==> src/rtl/dual_start_sched.sv <==
module dual_start_sched #(
  parameter int FAST_GAP = 7,
  parameter int SLOW_GAP = 14,
  parameter int SMP_W    = 8,
  parameter int GRP_W    = 5
) (
  input  logic             clk,
  input  logic             rst_n,
  input  logic [3:0]       mode_code,
  input  logic             reg_trig,
  input  logic             inj_trig,
  input  logic [SMP_W-1:0] smp_cycles,
  input  logic [GRP_W-1:0] grp_len,
  input  logic             mst_done,
  input  logic             slv_done,
  output logic             mst_reg_start,
  output logic             slv_reg_start,
  output logic             mst_inj_start,
  output logic             slv_inj_start,
  output logic             busy,
  output logic             cfg_err,
  output logic             overrun
);

  localparam int MAX_GAP = (FAST_GAP > SLOW_GAP) ? FAST_GAP : SLOW_GAP;
  localparam int CNT_W   = $clog2(MAX_GAP + 1);

  typedef enum logic [1:0] {PH_IDLE, PH_SLV, PH_MST2} phase_t;

  phase_t             phase;
  logic [CNT_W-1:0]   cnt;
  logic [3:0]         mode_q;
  logic               tgl, m_act, s_act;
  logic               mr_n, sr_n, mi_n, si_n;

  wire mode_chg = mode_code != mode_q;
  wire is_rsim  = mode_code == 4'd1 || mode_code == 4'd2 || mode_code == 4'd6;
  wire is_isim  = mode_code == 4'd1 || mode_code == 4'd3 ||
                  mode_code == 4'd4 || mode_code == 4'd5;
  wire is_fast  = mode_code == 4'd3 || mode_code == 4'd7;
  wire is_slow  = mode_code == 4'd4 || mode_code == 4'd8;
  wire is_alt   = mode_code == 4'd2 || mode_code == 4'd9;

  assign cfg_err = (is_fast && smp_cycles > SMP_W'(FAST_GAP)) ||
                   (is_slow && grp_len > GRP_W'(1));

  wire pend    = phase != PH_IDLE && !mode_chg;
  wire fire    = pend && cnt == '0;
  wire acc_reg = reg_trig && !cfg_err && !pend;
  wire tgl_eff = mode_chg ? 1'b0 : tgl;

  always_comb begin
    mr_n = acc_reg || (fire && phase == PH_MST2);
    sr_n = (acc_reg && is_rsim) || (fire && phase == PH_SLV);
    mi_n = inj_trig && !(is_alt && tgl_eff);
    si_n = inj_trig && (is_isim || (is_alt && tgl_eff));
  end

  always_ff @(posedge clk) begin
    if (!rst_n) begin
      phase         <= PH_IDLE;
      cnt           <= '0;
      mode_q        <= mode_code;
      tgl           <= 1'b0;
      m_act         <= 1'b0;
      s_act         <= 1'b0;
      overrun       <= 1'b0;
      mst_reg_start <= 1'b0;
      slv_reg_start <= 1'b0;
      mst_inj_start <= 1'b0;
      slv_inj_start <= 1'b0;
    end else begin
      mode_q        <= mode_code;
      mst_reg_start <= mr_n;
      slv_reg_start <= sr_n;
      mst_inj_start <= mi_n;
      slv_inj_start <= si_n;
      tgl           <= (is_alt && inj_trig) ? ~tgl_eff : tgl_eff;
      overrun       <= overrun | (reg_trig && pend);
      m_act         <= (mr_n || mi_n) ? 1'b1 : (mst_done ? 1'b0 : m_act);
      s_act         <= (sr_n || si_n) ? 1'b1 : (slv_done ? 1'b0 : s_act);
      if (acc_reg && (is_fast || is_slow)) begin
        phase <= PH_SLV;
        cnt   <= is_fast ? CNT_W'(FAST_GAP - 1) : CNT_W'(SLOW_GAP - 1);
      end else if (pend) begin
        if (cnt == '0) begin
          if (phase == PH_SLV && is_slow) begin
            phase <= PH_MST2;
            cnt   <= CNT_W'(SLOW_GAP - 1);
          end else begin
            phase <= PH_IDLE;
          end
        end else begin
          cnt <= cnt - 1'b1;
        end
      end else begin
        phase <= PH_IDLE;
      end
    end
  end

  assign busy = m_act || s_act || phase != PH_IDLE;

endmodule

==> config.mk <==
export PLATFORM = sky130hd
export DESIGN_NAME = dual_start_sched
export DESIGN_NICKNAME = d
export VERILOG_FILES = /design/src/rtl/dual_start_sched.sv
export SDC_FILE = /design/constraint.sdc
export NUM_CORES = 1
export LEC_CHECK = 0
export BUFFER_PORTS_ARGS = -buffer_cell sky130_fd_sc_hd__clkbuf_2
export CAP_MARGIN = 20
export CORE_ASPECT_RATIO = 0.9
export CORE_MARGIN = 2
export CORE_UTILIZATION = 40
export DETAILED_ROUTE_END_ITERATION = 8
export GPL_TIMING_DRIVEN = 0
export HOLD_SLACK_MARGIN = 0.05
export MAX_ROUTING_LAYER = met4
export PLACE_DENSITY_LB_ADDON = 0.08
export SKIP_LAST_GASP = 1
export SLEW_MARGIN = 40
export SYNTH_ARGS = -nofsm -noshare
export SYNTH_HDL_FRONTEND = slang
export SYNTH_SLANG_ARGS = --single-unit
==> constraint.sdc <==
create_clock -name clk -period 3.1 [get_ports clk]
set_input_delay 0.62 -clock clk [delete_from_list [all_inputs] [get_ports clk]]
set_output_delay 0.62 -clock clk [all_outputs]
set_load 0.02 [all_outputs]
==> flow_summary.toml <==
[status]
status = "complete, no violations"

[synthesis]
avgSynthCellArea_um2 = 8.804
yosysMostFrequentCell = "dfxtp_1"
ys_seq_area_share_pct = 37.55
synth_nets = 132
async_flop_share_pct = 0
synth-edff-count = 0
synth.cell_area_um2 = 959.7
synth_top_area_share_pct = 37.55
synth_seq_cells = 18
yosys_warnings = 0
synth.distinct_cells = 41
synth_common_cells = "dfxtp_1, nor2_1, nand2_1"
ys.flop_type = "dfxtp_1"
yosysTopAreaCell = "dfxtp_1"
syn_inst = 109
synth.area.top_cells = "dfxtp_1, nor2_1, xnor2_1, nor3_1, nand2_1"

[cts]
numCtsBuffers = 3
clkTransAtPathRegs_ns = 0.11
insertion_delay_ns = 0.31
cts_tree = "yes"
cts_buffer_depth = 2
cts_sinks = 18
htree_levels = 1
post_cts_buffers = 0
cts-root-buf = "clkbuf_4"
cts.repair.resized = 0
postCtsHoldBufs = 0

[finish]
area_delta_synth_final_pct = 19.82
fin_util_pct = 51.75
antenna_cells = 0
drive_gt1_share_pct = 30.66
top_regs = "cnt: 4 flops, mode_q: 4 flops, phase: 2 flops"
layout.nets = 161

[drt]
drc = 0
wl_mm = 2.070
drt-initial-drc-count = 18
vias = 893
post_drt_wl_per_cell_um = 12.62
ant_nets = 0
drt-vias-per-instance = 5.445
drt_pre_antenna_iters = 4

[power]
leakagePower_nw = 0.4856
power_density_mw_per_mm2 = 424.7
vdd_drop_max_mv = 0.3089

[die]
core_area_mm2 = 0.002222
start_util_pct = 43.19
row_count = 16
dieWidth_um = 55.63
io_pins = 30
fp.dieH_um = 50.47
die_area_mm2 = 0.002807

[timing]
relSlewSlack_pct = 65.70
finalCriticalPeriod_ns = 2.343
finalSetupViolations = 0
rsz0062_at_grt = "no"
hold_viol = 0
slew_viol_final = 0
min_period_over_period_pct = 75.59
tightest_slew_ns = 0.5097
tns_ns = 0
fmax_mhz = 426.8
finalClockSkew_ns = 0.005151

[setup_path]
crit_path_start_kind = "primary input"
cp-end-kind = "output pin"
critPathMaxFanout = 7
crit_type = "in2out"
cp_data_required_time_ns = 2.48
arrival_ns = 1.72

[grt]
overflow = 0
grt_max_degree = 11
grt_pass1_wl_mm = 3.608
track_usage_pct = 17.55
grt_pass1_vias = 779
grt_antenna_before_repair = 0

[min_path]
hp-class = "in2reg"

[flow_run]
max_cap_violations = 0

[place]
io_buffers = 24
dp_hpwl_mm = 1.573
gp_congestion = 0.8243
==> cell type report <==
class	count	area, um^2
Clock buffer	4	36.28
Multi-Input combinational cell	80	516.7
Buffer	7	67.56
Inverter	4	15.01
Fill cell	219	1072
Timing Repair Buffer	24	120.1
Tap cell	27	33.78
Sequential cell	18	360.3
==> final timing paths <==
check	cells after the start	start	slack, ns	to
max reg2reg	5	mode_q[0]$_DFF_P_	1.38	cnt[3]$_SDFFE_PN0P_
max	6	mode_code[3]	0.76	cfg_err
min	1	mode_code[1]	0.42	mode_q[1]$_DFF_P_
min reg2reg	2	overrun$_SDFF_PN0_	0.52	overrun$_SDFF_PN0_
==> layout by cell type, fill, tap and decap left out, types with 2 or more instances in the layout <==
master     synthesis  final
dfxtp_1           18     18
o31a_1             2      2
and2_1             3      3
o21a_1             3      3
nor3_1             6      6
a31oi_1            3      3
buf_6              2      2
clkbuf_2           1     25
nand2b_1           3      3
inv_1              4      4
clkbuf_4           1      4
o211ai_1           2      2
o2111ai_1          2      2
nor2_1            13     13
o21ai_0            4      4
nand2_1            7      7
a21oi_1            5      5
nor4_1             2      2
or4_1              2      2
xnor2_1            5      5
==> layer usage <==
layer  track usage, %  wire, um
met3            6.701       152
met4            6.098        32
met5                -         0
met2            25.00       850
met1            22.71      1035
==> kinds of logic after synthesis <==
group / after synthesis / share of synthesized area (%)
AND/OR/NAND/NOR: 46 / 26.21
AO/OA/AOI/OAI: 28 / 22.16
flip-flops: 18 / 37.55
buffers and inverters: 11 / 8.604
XOR/XNOR: 6 / 5.476
==> metrics by stage <==
step / instances / setup slack [ns] / area (um^2) / hold slack [ns] / power, W
floorplan: 109 / 0.9571 / 959.7 / 0.4692 / 0.0003129
detailed placement: 160 / 0.7580 / 1114 / 0.4732 / 0.0003410
finish: 164 / 0.7569 / 1150 / 0.4228 / 0.0004883
CTS: 164 / 0.7580 / 1150 / 0.4218 / 0.0004927
global route: 164 / 0.7000 / 1150 / 0.4107 / 0.0005179
global placement: 160 / 0.7674 / 1114 / 0.4659 / 0.0003403
==> critical path: stages <==
cell	delay (ns)
clkbuf_2	0.10
buf_6	0.13
xnor2_1	0.14
or4_4	0.49
nand2_1	0.08
clkbuf_2	0.16
==> report_power, final <==
| group | internal [W] | switching, W | total, W |
|---|---|---|---|
| registers | 0.000241 | 0.00000544 | 0.000246 |
| logic | 0.0000420 | 0.0000475 | 0.0000895 |
| clock network | 0.0000718 | 0.0000806 | 0.000152 |
| total | 0.000355 | 0.000134 | 0.000488 |
(Power assumes the default switching activity.)
